==> config.mk <==
export PLATFORM = sky130hd
export DESIGN_NAME = d2g_pattern_gen
export DESIGN_NICKNAME = d
export VERILOG_FILES = /design/src/rtl/d2g_pkg.sv /design/src/rtl/d2g_gf_cmul.sv /design/src/rtl/d2g_row_par.sv /design/src/rtl/d2g_sym_chain.sv /design/src/rtl/d2g_guard.sv /design/src/rtl/d2g_pattern_gen.sv
export SDC_FILE = /design/constraint.sdc
export NUM_CORES = 1
export LEC_CHECK = 0
export BUFFER_PORTS_ARGS = -buffer_cell sky130_fd_sc_hd__buf_2
export CAP_MARGIN = 20
export CORE_MARGIN = 2
export CORE_UTILIZATION = 58
export DETAILED_ROUTE_END_ITERATION = 16
export PLACE_DENSITY_LB_ADDON = 0.12
export SYNTH_ARGS = -nofsm -noshare
export SYNTH_HDL_FRONTEND = slang
export SYNTH_SLANG_ARGS = --single-unit
==> constraint.sdc <==
create_clock -name clk -period 4.6 [get_ports clk]
set_clock_uncertainty 0.15 [all_clocks]
set_input_delay 0.92 -clock clk [delete_from_list [all_inputs] [get_ports clk]]
set_output_delay 0.92 -clock clk [all_outputs]
set_load 0.05 [all_outputs]
==> src/rtl/d2g_pkg.sv <==
package d2g_pkg;
    typedef enum logic [1:0] {
        GRD_IDLE  = 2'd0,
        GRD_WATCH = 2'd1,
        GRD_TRIP  = 2'd2
    } grd_state_e;
endpackage

==> src/rtl/d2g_gf_cmul.sv <==
// Multiply a GF(2^W) element by a constant; pure XOR network.
module d2g_gf_cmul #(
    parameter int           W    = 3,
    parameter logic [W:0]   POLY = 4'b1101,
    parameter logic [W-1:0] COEF = '0
) (
    input  logic [W-1:0] a,
    output logic [W-1:0] y
);
    always_comb begin
        logic [W-1:0] sh;
        y  = '0;
        sh = a;
        for (int b = 0; b < W; b++) begin
            if (COEF[b]) y = y ^ sh;
            sh = (sh << 1) ^ (sh[W-1] ? POLY[W-1:0] : '0);
        end
    end
endmodule

==> src/rtl/d2g_row_par.sv <==
// XOR of all symbols: bit j is the parity of row j.
module d2g_row_par #(
    parameter int D = 3,
    parameter int M = 6
) (
    input  logic [D*M-1:0] v,
    output logic [D-1:0]   par
);
    always_comb begin
        par = '0;
        for (int i = 0; i < M; i++) par = par ^ v[i*D +: D];
    end
endmodule

==> src/rtl/d2g_sym_chain.sv <==
// Symbol-wise shift chain with constant-multiplier feedback.
module d2g_sym_chain #(
    parameter int             D    = 3,
    parameter int             K    = 5,
    parameter int             T    = 1,
    parameter logic [D:0]     POLY = 4'b1101,
    parameter logic [K*D-1:0] PRIM = 15'b010_110_110_000_010,
    localparam int            M    = K + T,
    localparam int            N    = M * D,
    localparam int            SW   = $clog2(N)
) (
    input  logic          clk,
    input  logic          rst_n,
    input  logic          en,
    input  logic          load,
    input  logic [N-1:0]  seed,
    input  logic          inj_en,
    input  logic [SW-1:0] inj_sel,
    output logic [N-1:0]  st
);
    // coefficient i of p(x), monic at degree K
    function automatic logic [D-1:0] p_at(input int i);
        if (i == K)               return D'(1);
        else if (i >= 0 && i < K) return PRIM[i*D +: D];
        else                      return '0;
    endfunction

    // coefficient i of p(x)*(x^T + 1)
    function automatic logic [D-1:0] phi_at(input int i);
        return p_at(i) ^ p_at(i - T);
    endfunction

    logic [D-1:0] fb;
    logic [N-1:0] nxt;
    logic [N-1:0] flip;

    assign fb   = st[(M-1)*D +: D];
    assign flip = {{(N-1){1'b0}}, 1'b1} << inj_sel;

    for (genvar i = 0; i < M; i++) begin : g_stage
        localparam logic [D-1:0] CI = phi_at(i);
        logic [D-1:0] prod;
        d2g_gf_cmul #(.W(D), .POLY(POLY), .COEF(CI)) u_mul (
            .a(fb),
            .y(prod)
        );
        if (i == 0) begin : g_head
            assign nxt[D-1:0] = prod;
        end else begin : g_body
            assign nxt[i*D +: D] = st[(i-1)*D +: D] ^ prod;
        end
    end

    always_ff @(posedge clk or negedge rst_n) begin
        if (!rst_n)      st <= '0;
        else if (load)   st <= seed;
        else             st <= (en ? nxt : st) ^ (inj_en ? flip : '0);
    end
endmodule

==> src/rtl/d2g_guard.sv <==
// Concurrent row-parity guard state machine.
module d2g_guard
    import d2g_pkg::*;
#(
    parameter int D = 3
) (
    input  logic         clk,
    input  logic         rst_n,
    input  logic         load,
    input  logic [D-1:0] seed_par,
    input  logic [D-1:0] live_par,
    output logic         err
);
    grd_state_e   state_q, state_d;
    logic [D-1:0] ref_q;

    always_ff @(posedge clk or negedge rst_n) begin
        if (!rst_n) begin
            state_q <= GRD_IDLE;
            ref_q   <= '0;
        end else begin
            state_q <= state_d;
            if (load) ref_q <= seed_par;
        end
    end

    always_comb begin
        state_d = state_q;
        unique case (state_q)
            GRD_IDLE:  if (load) state_d = GRD_WATCH;
            GRD_WATCH: begin
                if (load)                   state_d = GRD_WATCH;
                else if (live_par != ref_q) state_d = GRD_TRIP;
            end
            GRD_TRIP:  if (load) state_d = GRD_WATCH;
            default:   state_d = GRD_IDLE;
        endcase
    end

    always_comb begin
        err = (state_q == GRD_TRIP);
    end
endmodule

==> src/rtl/d2g_pattern_gen.sv <==
module d2g_pattern_gen #(
    parameter int                 DELTA     = 3,
    parameter int                 K         = 5,
    parameter int                 T         = 1,
    parameter logic [DELTA:0]     GF_POLY   = 4'b1101,
    parameter logic [K*DELTA-1:0] PRIM_COEF = 15'b010_110_110_000_010,
    localparam int                M         = K + T,
    localparam int                N         = M * DELTA,
    localparam int                SELW      = $clog2(N)
) (
    input  logic            clk,
    input  logic            rst_n,
    input  logic            en,
    input  logic            seed_load,
    input  logic [N-1:0]    seed,
    input  logic            inj_en,
    input  logic [SELW-1:0] inj_sel,
    output logic [N-1:0]    pattern,
    output logic            err
);
    logic [N-1:0]     st;
    logic [DELTA-1:0] seed_par;
    logic [DELTA-1:0] live_par;

    d2g_sym_chain #(
        .D(DELTA), .K(K), .T(T), .POLY(GF_POLY), .PRIM(PRIM_COEF)
    ) u_chain (
        .clk(clk), .rst_n(rst_n), .en(en), .load(seed_load), .seed(seed),
        .inj_en(inj_en), .inj_sel(inj_sel), .st(st)
    );

    d2g_row_par #(.D(DELTA), .M(M)) u_seed_par (.v(seed), .par(seed_par));
    d2g_row_par #(.D(DELTA), .M(M)) u_live_par (.v(st),   .par(live_par));

    d2g_guard #(.D(DELTA)) u_guard (
        .clk(clk), .rst_n(rst_n), .load(seed_load),
        .seed_par(seed_par), .live_par(live_par), .err(err)
    );

    assign pattern = st;
endmodule

After elaboration in Yosys (flattened, before gate mapping)

Index checks and enable logic that the tools add are counted.

Equality and inequality tests: 5
Bitwise logic cells: 19
Muxes and demuxes: 9
Shift-type cells: 1
Reduce and logical (&&, ||, !) cells: 3

Operator list:

| kind                                                  | count |
|---|---|
| 2-to-1 mux 18 bit                                     | 3 |
| XOR 3 bit                                             | 18 |
| left shift 1 x 5 -> 18 bit, first input constant      | 1 |
| XOR 18 bit                                            | 1 |
| 2-to-1 mux 2 bit                                      | 3 |
| 2-to-1 mux 3 bit                                      | 2 |
| one-hot mux 2 bit (2 select lines)                    | 1 |
| inequality test 3 x 2 -> 1 bit, second input constant | 1 |
| inequality test 3 bit                                 | 1 |
| equality test 2 x 1 -> 1 bit, second input constant   | 1 |
| equality test 2 bit, second input constant            | 1 |
| logical NOT 2 bit                                     | 1 |
| inequality test 2 x 1 -> 1 bit, second input constant | 1 |
| AND reduction 2 bit                                   | 1 |
| OR reduction 2 bit                                    | 1 |

Bits in registers: 23
Logic and storage cells: 40
Input port bits: 28
Output and inout bits: 19

Depth between registers and ports, before layout

Gate-level depths: netlist of run 1.

Word-level depth: 9
Depth in mapped cells: 6
Mapped depth without buffers: 4

Hierarchy

Synthesis of run 1 repeated with hierarchy kept, for this count alone.

Cells, all modules: 221
Area total of the unflattened synthesis: 2038.2 um2

Modules (own cells, without submodules):

| module                                      | area an instance (um2) | seq. area each (um2) | cells each | times used |
|---|---|---|---|---|
| d2g_sym_chain                               | 1321.3                 | 450.4                | 160        | 1 |
| d2g_row_par                                 | 168.9                  | 0.0                  | 12         | 2 |
| d2g_guard                                   | 227.7                  | 125.1                | 18         | 1 |
| d2g_gf_cmul at u_chain.g_stage[0].u_mul ... | 23.8                   | 0.0                  | 3          | 2 |
| d2g_gf_cmul at u_chain.g_stage[4].u_mul     | 40.0                   | 0.0                  | 3          | 1 |
| d2g_gf_cmul at u_chain.g_stage[3].u_mul     | 26.3                   | 0.0                  | 4          | 1 |
| d2g_gf_cmul at u_chain.g_stage[5].u_mul     | 21.3                   | 0.0                  | 3          | 1 |
| d2g_gf_cmul at u_chain.g_stage[2].u_mul     | 16.3                   | 0.0                  | 3          | 1 |

Least setup slack after synthesis of run 1

Ideal clock, no wire load.

Path type: input to register
From: input port inj_sel[4]
To: register u_chain.st[3]
Data required time: 4.320 ns
Path slack: 2.556 ns
Path buffers: 0
Setup time: 0.130 ns
Arrival time: 1.764 ns
Stages: 4
Cells stage by stage: nor3b_4 > or3b_1 > xor2_1 > o21ai_1

Cells in the longest elaborated chain, start to end: 4

RTL lines:

| item                       | line                  | text |
|---|---|---|
| start, declared            | d2g_pattern_gen.sv:17 | `input logic [SELW-1:0] inj_sel,` |
| left shift 1 x 5 -> 18 bit | d2g_sym_chain.sv:38   | `assign flip = {{(N-1){1'b0}}, 1'b1} << inj_sel;` |
| 2-to-1 mux 18 bit          | d2g_sym_chain.sv:57   | `else st <= (en ? nxt : st) ^ (inj_en ? flip : '0);` |
| XOR 18 bit                 | d2g_sym_chain.sv:57   |  |
| 2-to-1 mux 18 bit          | d2g_sym_chain.sv:56   | `else if (load) st <= seed;` |
| end signal, assigned       | d2g_sym_chain.sv:57   |  |
| end, declared              | d2g_sym_chain.sv:19   | `output logic [N-1:0] st` |

No other way between the ends.
A chain may end at the register's enable or synchronous reset.

Worst setup path in the final report of run 1

From: register u_chain.st[17]
To: output port pattern[17]

RTL lines:

| item          | line                  | text |
|---|---|---|
| end, declared | d2g_pattern_gen.sv:18 | `output logic [N-1:0] pattern,` |

No word-level cell between the ends.

==> results of run 1 <==
[final timing paths]
check                                           to  cells after the start
worst max register to register  u_guard.state_q[1]                      4
worst min-delay path                u_chain.st[11]                      1
max in group asynchronous           u_chain.st[12]                      1
min in group clk                  u_guard.ref_q[0]                      2
worst max-delay path                   pattern[17]                      1
worst min register to register    u_guard.ref_q[0]                      2
[per-stage QoR]
stage | cells | setup WS, ps | cell area [um2]
after CTS | 282 | 2020 | 2160
after global routing | 282 | 1970 | 2160
after global placement | 278 | 2340 | 2130
final | 282 | 2040 | 2160
after detailed placement | 278 | 2310 | 2130
after floorplan | 202 | 2560 | 1920
[cell families (layout without fill, tap and decap cells)]
kind of cell              Yosys count  after routing
muxes                               8              8
DFF                                23             23
and+or+nand+nor                    63             63
xor gates and xnor gates           61             61
buffers and inverters              15             51
AOI/OAI and AO/OA                  32             32
[cell usage in the layout (no fill, tap or decap), types with 2 or more instances in the layout]
master    instances
a21oi_1          10
buf_2            46
clkbuf_4          3
dfrtp_1          23
mux2i_1           8
nand2_1          23
nand2b_1          4
nand3_1           3
nand3b_1          4
nand4b_1          2
nor2_1           16
nor3_1            2
nor4_1            2
o21ai_0          14
o21ai_1           3
xnor2_1          41
xnor3_1           4
xor2_1           10
xor3_1            5
[routing by layer]
layer  wire length (um)  vias up
met3                121        7
met5                  0        -
met4                 61        0
met2               2020       37
li1                   -      752
met1               1870      708
[report_power, final]
group / internal, W / switching, W
combinational: 0.000228 / 0.000253
sequential: 0.000240 / 0.0000606
clock: 0.0000326 / 0.0000676
[cell type report]
type                            instances  area, um2
Fill cell                             276        945
Sequential cell                        23        576
Clock buffer                            3       22.5
Inverter                                1       3.75
Timing Repair Buffer                   46        230
Tap cell                               44       55.1
Clock inverter                          1       5.00
Multi-Input combinational cell        164       1270
[flip-flops by register name, summed over array words and instances, names as in the netlist]
name / cells
u_chain.st: 18
u_guard.ref_q: 3
u_guard.state_q: 2
==> results.sh, run 1 <==
export IMPL_outcome="completed"
export IMPL_drive_gt1_share_pct=22.7
export IMPL_first_pass_iters=4
export IMPL_grt_pass1_wl_mm=6.64
export IMPL_critPathLaunchType="register"
export IMPL_portBuffers=46
export IMPL_critical_path_max_stage_delay_ps=780
export IMPL_yosys_area_top_type="dfrtp_1"
export IMPL_die_h_um=61.5
export IMPL_synth_fp_nets=230
export IMPL_path_cells="buf_2"
export IMPL_use_met3_pct=2.52
export IMPL_grtUsageTotal_pct=23.7
export IMPL_ys_types=35
export IMPL_start_util_pct=61.8
export IMPL_synth_compound_area_share_pct=9.73
export IMPL_drc_errors=0
export IMPL_reg2reg_from="u_chain.st[17]"
export IMPL_cts_setup_buffers=0
export IMPL_nNetsFinal=267
export IMPL_syn_area_um2=1920
export IMPL_cap_violations=0
export IMPL_peakVddDrop_mv=0.214
export IMPL_fin_crit_sh_pct=55.6
export IMPL_routed_wirelength_mm=4.07
export IMPL_syn_area_per_cell_um2=9.49
export IMPL_clockBufferDepth=2
export IMPL_dp_hpwl_mm=3.08
export IMPL_cts_root_buffer_cell="clkbuf_4"
export IMPL_synth_edff_count=0
export IMPL_n_antenna_cell=0
export IMPL_num_vias=1504
export IMPL_hold_viol=0
export IMPL_ys_top_cells_by_area="dfrtp_1 (30%), xnor2_1 (19%), xor3_1 (6.2%), xnor3_1 (4.7%), xor2_1 (4.6%)"
export IMPL_path_delay_family="flip-flops"
export IMPL_met2_usage_pct=39.8
export IMPL_synth_top_family_by_area="XOR/XNOR gates"
export IMPL_clk_pin_slew_worst_paths_ps=140
export IMPL_cts_tree="built"
export IMPL_ys_seq_area_share_pct=30.0
export IMPL_via_per_inst=5.33
export IMPL_grt_remaining_overflow=0
export IMPL_wl_per_cell_um=14.4
export IMPL_die_x_um=61.5
export IMPL_power_w=0.000881
export IMPL_worst_hold_slack_ps=401
export IMPL_power_density_nw_per_um2=408
export IMPL_cp_slowest_cell="dfrtp_1"
export IMPL_yosys_area_share_xor_xnor_pct=35.1
export IMPL_critPathKind="register to output pin"
export IMPL_hold_path_class="input pin to asynchronous set/reset pin"
export IMPL_finalSetupViolCount=0
export IMPL_synth_top_area_share_pct=30.0
export IMPL_coreArea_um2=3100
export IMPL_synthAdderAreaFrac_pct=0
export IMPL_yosys_area_share_simple_pct=17.1
export IMPL_cp_arrival_ps=1490
export IMPL_syn_inst=202
export IMPL_yosysMostFrequentCell="xnor2_1"
export IMPL_synthTopCellsByCount="xnor2_1 (41), dfrtp_1 (23), nand2_1 (23)"
export IMPL_ant_nets=0
export IMPL_setup_tns_ps=0
export IMPL_cellLeakagePower_nw=0.956
export IMPL_clock_sinks=23
export IMPL_path_max_fanout=12
export IMPL_pin_count=47
export IMPL_cts_resized=0
export IMPL_ys_flop_type="dfrtp_1"
export IMPL_worstMarginPinSlew_ps=693
export IMPL_slew_headroom_pct=53.8
export IMPL_die_area_um2=3780
export IMPL_numCtsBuffers=3
export IMPL_fmax_ghz=0.391
export IMPL_yosysWarnings=0
export IMPL_grt_busiest_layer="met2"
export IMPL_h_tree_depth=1
export IMPL_grt_util_met1_pct=31.4
export IMPL_rrSetupSlack_ps=2500
export IMPL_min_period_ps=2560
export IMPL_synthArstFlopShare_pct=100
export IMPL_grt_max_degree=46
export IMPL_antenna_found_initial=0
export IMPL_gp_congestion=0.823
export IMPL_path_buf_inv=1
export IMPL_postCtsHoldBufs=0
export IMPL_synth_seq_cells=23
export IMPL_muxShareOfSynthArea_pct=4.18
export IMPL_rows=20
export IMPL_insertion_delay_ps=330
export IMPL_endpoint_kind="output pin"
export IMPL_drt_iter0_markers=53
export IMPL_worstSetupStartpoint="u_chain.st[17]"
export IMPL_grt_setup_unrepaired="false"
export IMPL_grt_pass1_vias=1528
export IMPL_utilization_pct=69.6
export IMPL_slew_violations=0
export IMPL_crit_required_ps=3530
export IMPL_areaGrowthSynthToFinish_pct=12.6
Power figures use the tool's default switching activity.
==> inputs of run 2 (changes only) <==
Settings changed: CORE_UTILIZATION 58 to 48.
Clock period 4.6 ns to 2.09 ns, I/O delays scaled along.
==> results.sh, run 2 (synthesized netlist as in run 1, its figures left out) <==
export IMPL_cap_violations=0
export IMPL_wl_per_cell_um=13.5
export IMPL_grt_pass1_wl_mm=6.60
export IMPL_grt_pass1_vias=1362
export IMPL_cts_setup_buffers=0
export IMPL_setup_tns_ps=0
export IMPL_postCtsHoldBufs=1
export IMPL_die_h_um=67.2
export IMPL_rows=22
export IMPL_first_pass_iters=4
export IMPL_cts_root_buffer_cell="clkbuf_8"
export IMPL_die_x_um=67.2
export IMPL_clockBufferDepth=2
export IMPL_fin_ws_ps=203
export IMPL_holdPathStages=3
export IMPL_worst_hold_slack_ps=230
export IMPL_worstMarginPinSlew_ps=545
export IMPL_power_density_nw_per_um2=904
export IMPL_cp_arrival_ps=1890
export IMPL_crit_required_ps=2090
export IMPL_path_max_fanout=9
export IMPL_reg2reg_from="u_chain.st[16]"
export IMPL_start_util_pct=51.2
export IMPL_peakVddDrop_mv=0.476
export IMPL_via_per_inst=5.14
export IMPL_num_vias=1492
export IMPL_layout_common_cells="buf_2 (46), xnor2_1 (41), nand2_1 (23), dfrtp_1 (23), nor2_1 (16)"
export IMPL_largest_register="u_chain.st"
export IMPL_antenna_found_initial=0
export IMPL_drive_gt1_share_pct=23.1
export IMPL_fin_crit_sh_pct=90.3
export IMPL_die_area_um2=4520
export IMPL_critPathLaunchType="register"
export IMPL_cts_resized=0
export IMPL_ant_nets=0
export IMPL_min_from="seed[13]"
export IMPL_cts_tree="built"
export IMPL_outcome="completed"
export IMPL_numCtsBuffers=3
export IMPL_top_regs="u_chain.st: 18 flops, u_guard.ref_q: 3 flops, u_guard.state_q: 2 flops"
export IMPL_insertion_delay_ps=270
export IMPL_r2r_cells=4
export IMPL_place_ws_ps=218
export IMPL_endpoint_kind="register"
export IMPL_largest_register_ffs=18
export IMPL_clock_sinks=23
export IMPL_portBuffers=46
export IMPL_grtUsageTotal_pct=19.4
export IMPL_min_period_ps=1890
export IMPL_grt_remaining_overflow=0
export IMPL_slew_violations=0
export IMPL_min_to="u_chain.st[13]"
export IMPL_n_antenna_cell=0
export IMPL_nNetsFinal=271
export IMPL_rr_endpoint="u_guard.state_q[0]"
export IMPL_hold_path_class="input pin to register"
export IMPL_routed_wirelength_mm=3.91
export IMPL_drc_errors=0
export IMPL_grt_setup_unrepaired="false"
export IMPL_fmax_ghz=0.530
export IMPL_layout_commonest_cell="buf_2"
export IMPL_coreArea_um2=3740
export IMPL_rrSetupSlack_ps=200
export IMPL_h_tree_depth=1
export IMPL_areaGrowthSynthToFinish_pct=15.5
export IMPL_hold_viol=0
export IMPL_finalSetupViolCount=0
export IMPL_drt_iter0_markers=64
export IMPL_clk_pin_slew_worst_paths_ps=90
export IMPL_slew_headroom_pct=63.7
export IMPL_grt_max_degree=31
export IMPL_dp_hpwl_mm=2.98
export IMPL_pin_count=47
export IMPL_critPathKind="register to register"
export IMPL_cellLeakagePower_nw=0.980
export IMPL_gp_congestion=0.847
==> run 2: worst max path at each step <==
stage,startpoint,to
final,u_chain.st[16],u_guard.state_q[0]
after global routing,u_chain.st[16],u_guard.state_q[0]
after CTS,u_chain.st[16],u_guard.state_q[0]
after detailed placement,u_chain.st[16],u_guard.state_q[1]
after global placement,u_chain.st[16],u_guard.state_q[0]
after floorplan,u_chain.st[16],u_guard.state_q[0]
==> run 2: per-stage QoR <==
stage / area, um2 / util (%) / total power [W] / std cells
global placement: 2160 / 57.7 / 0.00172 / 285
floorplan: 1920 / - / 0.00152 / 202
CTS: 2210 / 59.1 / 0.00202 / 290
global route: 2210 / 59.1 / 0.00213 / 290
finish: 2210 / 59.1 / 0.00200 / 290
detailed placement: 2160 / 57.7 / 0.00173 / 285
==> run 2: area by class of cell <==
class / instances / area [um2]
tap: 48 / 60.1
sequential: 23 / 576
fill: 346 / 1530
inverter: 1 / 3.75
clock buffer: 4 / 45.0
timing repair buffer: 50 / 263
multi-input combinational: 164 / 1270
==> run 2: layer usage <==
layer	up-vias	GRT usage, %	part of all wire, %
li1	767	-	-
met1	686	29.4	53
met2	35	29.2	43
met3	4	2.00	3.9
met4	0	5.36	0.89
met5	-	0	0
==> run 2: power by group <==
group,leakage (nW),internal (W),switching (W)
clock,0.0228,0.000136,0.000148
sequential,0.274,0.000529,0.000110
combinational,0.683,0.000511,0.000566
==> run 2: worst max-delay path: stages, from the launching register on <==
cell and delay (ps):
dfrtp_1 580, xnor3_1 490, xnor3_1 230, nor2_1 80, a32o_1 250
